$ cat src/rtl/pwr_pkg.sv
package pwr_pkg;
  typedef enum logic [2:0] {
    PS_RUN, PS_HALT, PS_GRANT, PS_SNOOP, PS_FLUSH
  } pwr_state_e;

  typedef enum logic [1:0] {
    FS_IDLE, FS_WB, FS_INV, FS_ACK
  } flush_step_e;

  function automatic logic clk_off(pwr_state_e s);
    return (s == PS_HALT) || (s == PS_GRANT);
  endfunction
endpackage

$ cat src/rtl/pwr_next_state.sv
module pwr_next_state
  import pwr_pkg::*;
(
  input  pwr_state_e state_i,
  input  logic       grant_ret_halt_i,
  input  logic       snoop_ret_grant_i,
  input  logic       flush_pend_i,
  input  logic       halt_req_i,
  input  logic       stop_req_i,
  input  logic       flush_req_i,
  input  logic       snoop_req_i,
  input  logic       snoop_done_i,
  input  logic       flush_done_i,
  output pwr_state_e state_d_o,
  output logic       ev_halt_o,
  output logic       ev_grant_o,
  output logic       ev_snoop_o,
  output logic       ev_flush_o,
  output logic       set_pend_o
);
  always_comb begin
    state_d_o  = state_i;
    ev_halt_o  = 1'b0;
    ev_grant_o = 1'b0;
    ev_snoop_o = 1'b0;
    ev_flush_o = 1'b0;
    set_pend_o = 1'b0;
    unique case (state_i)
      PS_RUN: begin
        if (stop_req_i) begin
          state_d_o  = PS_GRANT;
          ev_grant_o = 1'b1;
        end else if (halt_req_i) begin
          state_d_o = PS_HALT;
          ev_halt_o = 1'b1;
        end
      end
      PS_HALT: begin
        if (snoop_req_i) begin
          state_d_o  = PS_SNOOP;
          ev_snoop_o = 1'b1;
          set_pend_o = flush_req_i;
        end else if (flush_req_i || flush_pend_i) begin
          state_d_o  = PS_FLUSH;
          ev_flush_o = 1'b1;
        end else if (stop_req_i) begin
          state_d_o  = PS_GRANT;
          ev_grant_o = 1'b1;
        end
      end
      PS_GRANT: begin
        if (snoop_req_i) begin
          state_d_o  = PS_SNOOP;
          ev_snoop_o = 1'b1;
        end else if (!stop_req_i) begin
          state_d_o = grant_ret_halt_i ? PS_HALT : PS_RUN;
        end
      end
      PS_SNOOP: begin
        if (snoop_done_i) state_d_o = snoop_ret_grant_i ? PS_GRANT : PS_HALT;
      end
      PS_FLUSH: begin
        if (flush_done_i) state_d_o = PS_HALT;
      end
      default: state_d_o = PS_RUN;
    endcase
  end
endmodule

$ cat src/rtl/pwr_flush_seq.sv
module pwr_flush_seq
  import pwr_pkg::*;
#(
  parameter int NUM_ACK = 2
) (
  input  logic clk_i,
  input  logic rst_ni,
  input  logic start_i,
  input  logic wb_mode_i,
  input  logic wb_done_i,
  input  logic inv_done_i,
  input  logic ack_done_i,
  output logic wb_start_o,
  output logic inv_start_o,
  output logic ack_cyc_o,
  output logic done_o
);
  localparam int ACW = (NUM_ACK > 1) ? $clog2(NUM_ACK) : 1;
  localparam logic [ACW-1:0] LAST_ACK = ACW'(NUM_ACK - 1);

  flush_step_e    step_q;
  logic [ACW-1:0] ack_cnt_q;
  logic           wbm_q;

  assign done_o = ((step_q == FS_INV) && inv_done_i && !wbm_q) ||
                  ((step_q == FS_ACK) && ack_done_i && (ack_cnt_q == LAST_ACK));

  always_ff @(posedge clk_i or negedge rst_ni) begin
    if (!rst_ni) begin
      step_q      <= FS_IDLE;
      ack_cnt_q   <= '0;
      wbm_q       <= 1'b0;
      wb_start_o  <= 1'b0;
      inv_start_o <= 1'b0;
      ack_cyc_o   <= 1'b0;
    end else begin
      wb_start_o  <= 1'b0;
      inv_start_o <= 1'b0;
      ack_cyc_o   <= 1'b0;
      if (start_i) begin
        wbm_q <= wb_mode_i;
        if (wb_mode_i) begin
          step_q     <= FS_WB;
          wb_start_o <= 1'b1;
        end else begin
          step_q      <= FS_INV;
          inv_start_o <= 1'b1;
        end
      end else begin
        unique case (step_q)
          FS_WB: if (wb_done_i) begin
            step_q      <= FS_INV;
            inv_start_o <= 1'b1;
          end
          FS_INV: if (inv_done_i) begin
            if (wbm_q) begin
              step_q    <= FS_ACK;
              ack_cnt_q <= '0;
              ack_cyc_o <= 1'b1;
            end else begin
              step_q <= FS_IDLE;
            end
          end
          FS_ACK: if (ack_done_i) begin
            if (ack_cnt_q == LAST_ACK) begin
              step_q <= FS_IDLE;
            end else begin
              ack_cnt_q <= ack_cnt_q + 1'b1;
              ack_cyc_o <= 1'b1;
            end
          end
          default: ;
        endcase
      end
    end
  end
endmodule

$ cat src/rtl/pwr_bus_float.sv
module pwr_bus_float
  import pwr_pkg::*;
(
  input  pwr_state_e state_i,
  input  logic       hold_i,
  input  logic       ahold_i,
  input  logic       backoff_ni,
  output logic       float_o
);
  assign float_o = clk_off(state_i) && (hold_i || ahold_i || !backoff_ni);
endmodule

$ cat src/rtl/pwr_state_ctrl.sv
module pwr_state_ctrl
  import pwr_pkg::*;
#(
  parameter int NUM_ACK = 2
) (
  input  logic clk_i,
  input  logic rst_ni,
  input  logic halt_req_i,
  input  logic stop_clk_ni,
  input  logic flush_ni,
  input  logic snoop_i,
  input  logic hold_i,
  input  logic ahold_i,
  input  logic backoff_ni,
  input  logic snoop_done_i,
  input  logic wb_done_i,
  input  logic inv_done_i,
  input  logic ack_done_i,
  input  logic wb_mode_i,
  output logic core_clk_en_o,
  output logic halt_cyc_o,
  output logic stop_grant_cyc_o,
  output logic flush_ack_cyc_o,
  output logic snoop_start_o,
  output logic wb_start_o,
  output logic inv_start_o,
  output logic bus_float_o
);
  pwr_state_e state_q, state_d;
  logic grant_ret_halt_q, snoop_ret_grant_q, flush_pend_q;
  logic ev_halt, ev_grant, ev_snoop, ev_flush, set_pend, flush_done;

  pwr_next_state u_next (
    .state_i          (state_q),
    .grant_ret_halt_i (grant_ret_halt_q),
    .snoop_ret_grant_i(snoop_ret_grant_q),
    .flush_pend_i     (flush_pend_q),
    .halt_req_i       (halt_req_i),
    .stop_req_i       (!stop_clk_ni),
    .flush_req_i      (!flush_ni),
    .snoop_req_i      (snoop_i),
    .snoop_done_i     (snoop_done_i),
    .flush_done_i     (flush_done),
    .state_d_o        (state_d),
    .ev_halt_o        (ev_halt),
    .ev_grant_o       (ev_grant),
    .ev_snoop_o       (ev_snoop),
    .ev_flush_o       (ev_flush),
    .set_pend_o       (set_pend)
  );

  pwr_flush_seq #(.NUM_ACK(NUM_ACK)) u_flush (
    .clk_i      (clk_i),
    .rst_ni     (rst_ni),
    .start_i    (ev_flush),
    .wb_mode_i  (wb_mode_i),
    .wb_done_i  (wb_done_i),
    .inv_done_i (inv_done_i),
    .ack_done_i (ack_done_i),
    .wb_start_o (wb_start_o),
    .inv_start_o(inv_start_o),
    .ack_cyc_o  (flush_ack_cyc_o),
    .done_o     (flush_done)
  );

  pwr_bus_float u_float (
    .state_i   (state_q),
    .hold_i    (hold_i),
    .ahold_i   (ahold_i),
    .backoff_ni(backoff_ni),
    .float_o   (bus_float_o)
  );

  always_ff @(posedge clk_i or negedge rst_ni) begin
    if (!rst_ni) begin
      state_q           <= PS_RUN;
      grant_ret_halt_q  <= 1'b0;
      snoop_ret_grant_q <= 1'b0;
      flush_pend_q      <= 1'b0;
      halt_cyc_o        <= 1'b0;
      stop_grant_cyc_o  <= 1'b0;
      snoop_start_o     <= 1'b0;
    end else begin
      state_q          <= state_d;
      halt_cyc_o       <= ev_halt;
      stop_grant_cyc_o <= ev_grant;
      snoop_start_o    <= ev_snoop;
      if (ev_grant) grant_ret_halt_q <= (state_q == PS_HALT);
      if (ev_snoop) snoop_ret_grant_q <= (state_q == PS_GRANT);
      if (ev_flush) flush_pend_q <= 1'b0;
      else if (set_pend) flush_pend_q <= 1'b1;
    end
  end

  assign core_clk_en_o = !clk_off(state_q);
endmodule

$ cat config.mk
export PLATFORM = sky130hd
export DESIGN_NAME = pwr_state_ctrl
export DESIGN_NICKNAME = d
export VERILOG_FILES = /design/src/rtl/pwr_pkg.sv /design/src/rtl/pwr_next_state.sv /design/src/rtl/pwr_flush_seq.sv /design/src/rtl/pwr_bus_float.sv /design/src/rtl/pwr_state_ctrl.sv
export SDC_FILE = /design/constraint.sdc
export NUM_CORES = 1
export LEC_CHECK = 0
export BUFFER_PORTS_ARGS = -buffer_cell sky130_fd_sc_hd__buf_2
export CAP_MARGIN = 25
export CORE_UTILIZATION = 46
export DETAILED_ROUTE_END_ITERATION = 16
export HOLD_SLACK_MARGIN = 0.12
export PLACE_DENSITY = 0.83
export SETUP_SLACK_MARGIN = 0.3
export SLEW_MARGIN = 20
export SYNTH_ARGS = -nofsm -noshare
export SYNTH_HDL_FRONTEND = slang
export SYNTH_SLANG_ARGS = --single-unit
$ cat constraint.sdc
create_clock -name clk_i -period 1.6 [get_ports clk_i]
set_clock_uncertainty 0.15 [all_clocks]
set_input_delay 0.08 -clock clk_i [delete_from_list [all_inputs] [get_ports clk_i]]
set_output_delay 0.08 -clock clk_i [all_outputs]
set_load 0.1 [all_outputs]
* Yosys cells after proc, flatten, opt, wreduce, memory -nomap -nowiden
Cells that the tools add are included.
** Storage, ports and cells
- Register bits :: 16
- Input port bits :: 14
- Output and inout bits :: 8
- Word-level logic and storage cells :: 109
** Cells by class
- $add $sub $neg :: 1
- Equal/unequal tests :: 19
- Mux-type cells :: 53
- Bitwise gates (word level) :: 1
- Reductions and logical operators :: 22
** Operator list (number)
- 2-to-1 mux 1 bit :: 31
- 2-to-1 mux 3 bit :: 9
- 2-to-1 mux 2 bit :: 8
- != test 3 bit (second input constant) :: 5
- case mux 3 bit (5 select lines) :: 1
- AND reduction 5 bit :: 3
- != test 2 bit (second input constant) :: 4
- equality test 3 x 2 -> 1 bit (second input constant) :: 2
- case mux 1 bit (2 select lines) :: 3
- case mux 2 bit (3 select lines) :: 1
- logical AND 1 bit :: 5
- logical OR 1 bit :: 5
- equality test 2 bit (second input constant) :: 2
- zero test 1 bit :: 4
- != test 4 x 3 -> 1 bit (second input constant) :: 1
- nonzero test 2 bit :: 2
- nonzero test 4 bit :: 1
- equality test 3 x 1 -> 1 bit (second input constant) :: 1
- equality test 3 bit (second input constant) :: 1
- zero test 3 bit :: 1
- != test 3 x 2 -> 1 bit (second input constant) :: 1
- equality test 2 x 1 -> 1 bit (second input constant) :: 1
- != test 2 x 1 -> 1 bit (second input constant) :: 1
- OR reduction 2 bit :: 1
- other kinds (2) :: 2

* Depth between registers and ports, before layout
- Word-level depth :: 7
- Depth in mapped cells :: 6
- Gate-level depth less buffers :: 4

* By module
From an unflattened synthesis, not the netlist that was laid out.
** Unflattened totals
- Cell total of the unflattened synthesis :: 86
- Area, all modules :: 882.1 sq um
** Modules (own cells, without submodules)
- pwr_flush_seq :: instances 1, cells an instance 30, area an instance 331.6 sq um, sequential area each 175.2 sq um
- pwr_state_ctrl :: instances 1, cells an instance 19, area an instance 292.8 sq um, sequential area each 225.2 sq um
- pwr_next_state :: instances 1, cells an instance 34, area an instance 232.7 sq um, sequential area each 0.0 sq um
- pwr_bus_float :: instances 1, cells an instance 3, area an instance 25.0 sq um, sequential area each 0.0 sq um

* Worst setup path before layout
OpenSTA, ideal clock, no wires.
- Path type :: reg2out
- Start point :: register state_q[1]
- End point :: output port bus_float_o
- Arrival :: 3097 ps
- Data required time :: 1370 ps
- Slack :: -1727 ps
- Cell stages (with the launch flop) :: 5
- Buffers on the path :: 1
- Cell sequence :: dfrtp_1 > buf_2 > xor2_1 > nand2_1 > a21oi_1
** Between the ends
- Word-level cells in the longest chain between the ends :: 3
- Elaborated cells between the ends (all ways) :: 4
- Classes of those cells :: 2 x eq/ne; 2 x reduce/logical
** RTL lines
- start, declared :: RTL line pwr_state_ctrl.sv:29 : pwr_state_e state_q, state_d;
- start signal, assigned :: RTL line pwr_state_ctrl.sv:84 : state_q <= state_d;
- equality test 3 x 1 -> 1 bit or equality test 3 x 2 -> 1 bit (tied branches) :: RTL line pwr_pkg.sv:11 : return (s == PS_HALT) || (s == PS_GRANT);
- logical OR 1 bit * :: RTL line pwr_pkg.sv:11
- logical AND 1 bit * :: RTL line pwr_bus_float.sv:10 : assign float_o = clk_off(state_i) && (hold_i || ahold_i || !backoff_ni);
- end, declared :: RTL line pwr_state_ctrl.sv:27 : output logic bus_float_o
Mark *: on every way between the ends. The rest lies on a longest branch, timed or not.

* Worst setup path after layout
Same ends and word-level chain as after synthesis.

==> flow_metrics.env <==
export IMPL_cp_start_kind="register"
export IMPL_synth_edff_count=0
export IMPL_grt_busiest_layer="met2"
export IMPL_critPathMaxFanout=3
export IMPL_async_flop_share_pct=100
export IMPL_antenna_found_initial=0
export IMPL_relSlewSlack_pct=68.0
export IMPL_clk_pin_slew_ns=0.11
export IMPL_arrival_ns=1.49
export IMPL_drc=0
export IMPL_status="complete, but fails checks"
export IMPL_drv_cap=0
export IMPL_yosysTopAreaCell="dfrtp_1"
export IMPL_met3_usage_pct=4.76
export IMPL_die_h_um=45.7
export IMPL_timing_rr_end="u_flush.ack_cnt_q"
export IMPL_nets=157
export IMPL_drt_iter0_drc=21
export IMPL_dr_pass1_iters=4
export IMPL_cts_htree_levels=1
export IMPL_setup_viol=9
export IMPL_clockBufferDepth=2
export IMPL_power_density_mw_per_mm2=2240
export IMPL_grt_pass1_vias=882
export IMPL_hold_class="in2reg"
export IMPL_whs_ns=0.194
export IMPL_grt_overflow=0
export IMPL_violations="setup timing"
export IMPL_place_gp_congestion=0.797
export IMPL_synth_top_flop_cell="dfrtp_1"
export IMPL_setup_tns_ns=-0.640
export IMPL_diodes=0
export IMPL_p_leak_nw=0.717
export IMPL_grt_usage_pct=26.5
export IMPL_pin_count=22
export IMPL_stdcell_count=167
export IMPL_syn_nets=106
export IMPL_dp_final_hpwl_um=1380
export IMPL_worst_slack_ns=-0.125
export IMPL_synth_top_area_share_pct=45.5
export IMPL_finalPower_mw=3.51
export IMPL_port_buffers=21
export IMPL_synth_area_per_cell_um2=9.56
export IMPL_yosysUniqueCellTypes=38
export IMPL_cp_slowest_cell="dfrtp_2"
export IMPL_end_kind="output port"
export IMPL_grt_util_met2_pct=46.9
export IMPL_crit_chain="buf_12, xor2_4, nand2_4, a21oi_4, buf_12"
export IMPL_tightest_slew_ns=0.484
export IMPL_fmax_mhz=580
export IMPL_rows=15
export IMPL_synthCells=92
export IMPL_hold_viol=0
export IMPL_r2r_start="state_q[1]"
export IMPL_crit_type="reg2out"
export IMPL_critPathRequiredTime_ns=1.37
export IMPL_hold_path_startpoint="flush_ni"
export IMPL_final_max_slew_viol_count=0
export IMPL_reg2reg_depth=5
export IMPL_cts_tree="built"
export IMPL_syn_area_um2=880
export IMPL_vias=949
export IMPL_die_area_mm2=0.00209
export IMPL_dp_slack_ns=0.00196
export IMPL_worst_path_most_repeated_cell="buf_12"
export IMPL_dp_cells=138
export IMPL_root_buffer="clkbuf_4"
export IMPL_rrSetupSlack_ns=-0.10
export IMPL_ant_nets=0
export IMPL_placed_area_mm2=0.00110
export IMPL_synth_warnings=0
export IMPL_layout_drive_gt1_share_pct=56.3
export IMPL_viasPerCell=5.68
export IMPL_grt_max_degree=17
export IMPL_max_stage_delay_ns=0.46
export IMPL_peakVddDrop_uv=1910
export IMPL_cts_buffers=3
export IMPL_design_core_area_mm2=0.00176
export IMPL_synthTopCellsByArea="dfrtp_1, nor2_1, nand2_1"
export IMPL_cts_sinks=16
export IMPL_ys_seq_elements=16
export IMPL_worstHoldEndpoint="grant_ret_halt_q"
export IMPL_totalWireLength_um=2810
export IMPL_min_period_ns=1.72
export IMPL_final_core_util_pct=88.9
export IMPL_die_w_um=45.7
export IMPL_holdPathStages=5
export IMPL_globalRouteMet1Util_pct=28.3
export IMPL_grt_pass1_wl_um=3830
export IMPL_clkLatencyLatePin_ns=0.31
export IMPL_grt_setup_unrepaired="yes"
export IMPL_fin_area_mm2=0.00157
export IMPL_min_period_over_period_pct=108
export IMPL_seq_area_frac_synth_pct=45.5
export IMPL_initial_core_util_pct=49.9
export IMPL_wl_per_cell_um=16.8
export IMPL_syn2layout_area_growth_pct=78.4
[how the worst max path moves through the flow]
stage               depth (start not counted)  slack, ns           endpoint       start
floorplan                                   4      -0.21        bus_float_o  state_q[1]
global placement                            4       0.06  u_flush.ack_cnt_q  state_q[1]
detailed placement                          5      0.002  u_flush.step_q[1]  state_q[1]
CTS                                         5       -0.1        bus_float_o  state_q[1]
global route                                7      -0.16  u_flush.step_q[1]  state_q[2]
finish                                      5      -0.12        bus_float_o  state_q[1]
[flip-flops by register name (all words and copies together), names as in the netlist]
name / cells
flush_pend_q: 1
grant_ret_halt_q: 1
halt_cyc_o: 1
snoop_ret_grant_q: 1
snoop_start_o: 1
state_q: 3
stop_grant_cyc_o: 1
u_flush.ack_cnt_q: 1
u_flush.ack_cyc_o: 1
u_flush.inv_start_o: 1
u_flush.step_q: 2
u_flush.wb_start_o: 1
u_flush.wbm_q: 1
[cell families (layout without fill, tap and decap cells)]
group | Yosys count | in the layout | share of synthesized area [%]
multiplexers | 1 | 1 | 1.14
AND/OR/NAND/NOR | 34 | 34 | 22.2
AO/OA/AOI/OAI | 28 | 28 | 22.9
XOR/XNOR | 1 | 1 | 0.996
flip-flops | 16 | 16 | 45.5
buffers and inverters | 12 | 62 | 7.25
[power breakdown]
group	leakage, nW	total, mW	switching, mW	internal, mW
combinational	0.493	2.54	1.44	1.10
sequential	0.203	0.692	0.145	0.547
clock	0.0210	0.286	0.147	0.139
[critical path: cells and delay by family (launching register included)]
| kind | cells | cell delay, ns |
|---|---|---|
| AO/OA/AOI/OAI | 1 | 0.13 |
| XOR/XNOR | 1 | 0.17 |
| buffers and inverters | 2 | 0.34 |
| flip-flops | 1 | 0.46 |
| AND/OR/NAND/NOR | 1 | 0.08 |
[cell usage in the layout (no fill, tap or decap), types with 2 or more instances in the layout]
master	instances
a21oi_1	2
a21oi_4	2
a31oi_1	3
and3_4	3
buf_12	3
buf_2	14
buf_4	9
buf_6	11
clkbuf_4	8
dfrtp_1	14
dfrtp_2	2
dlygate4sd3_1	10
inv_1	5
nand2_1	4
nand2_2	2
nand2_4	2
nand3_1	2
nor2_1	4
nor2_4	5
nor2b_1	3
nor4b_4	2
o211ai_1	2
o21ai_1	2
[layer usage]
layer	share of wire, %	vias up	routed length, µm
met4	5.7	0	161
li1	-	436	-
met3	6.5	15	182
met5	0	-	0
met2	53	58	1490
met1	35	440	979
[cells in the mapped netlist, drive strengths merged, types with 2 or more instances]
master	n
nor4b	2
and3	4
a31oi	3
a21o	2
buf	5
nand3	2
inv	5
nor2b	3
nand2	8
nor3	2
dfrtp	16
o211ai	2
a21oi	5
nor2	9
o21ai	4
clkbuf	2
a32oi	2
[final cells by class]
class	instances	area, µm²
repair buffers	53	474
flip-flops and latches	16	403
well taps	25	31.3
clock buffers	4	36.3
multi-input cells	64	606
inverters	5	18.8
fillers	89	195
[timing repair]
action / 4_1_cts / 5_1_grt
hold buffers: 10 / 0
gates resized for setup: 23 / 30
setup endpoints to repair: 14 / 22
hold endpoints to repair: 29 / 0
pin swaps: 11 / 7
buffers inserted: 10 / 5
Power figures use the tool's default switching activity.
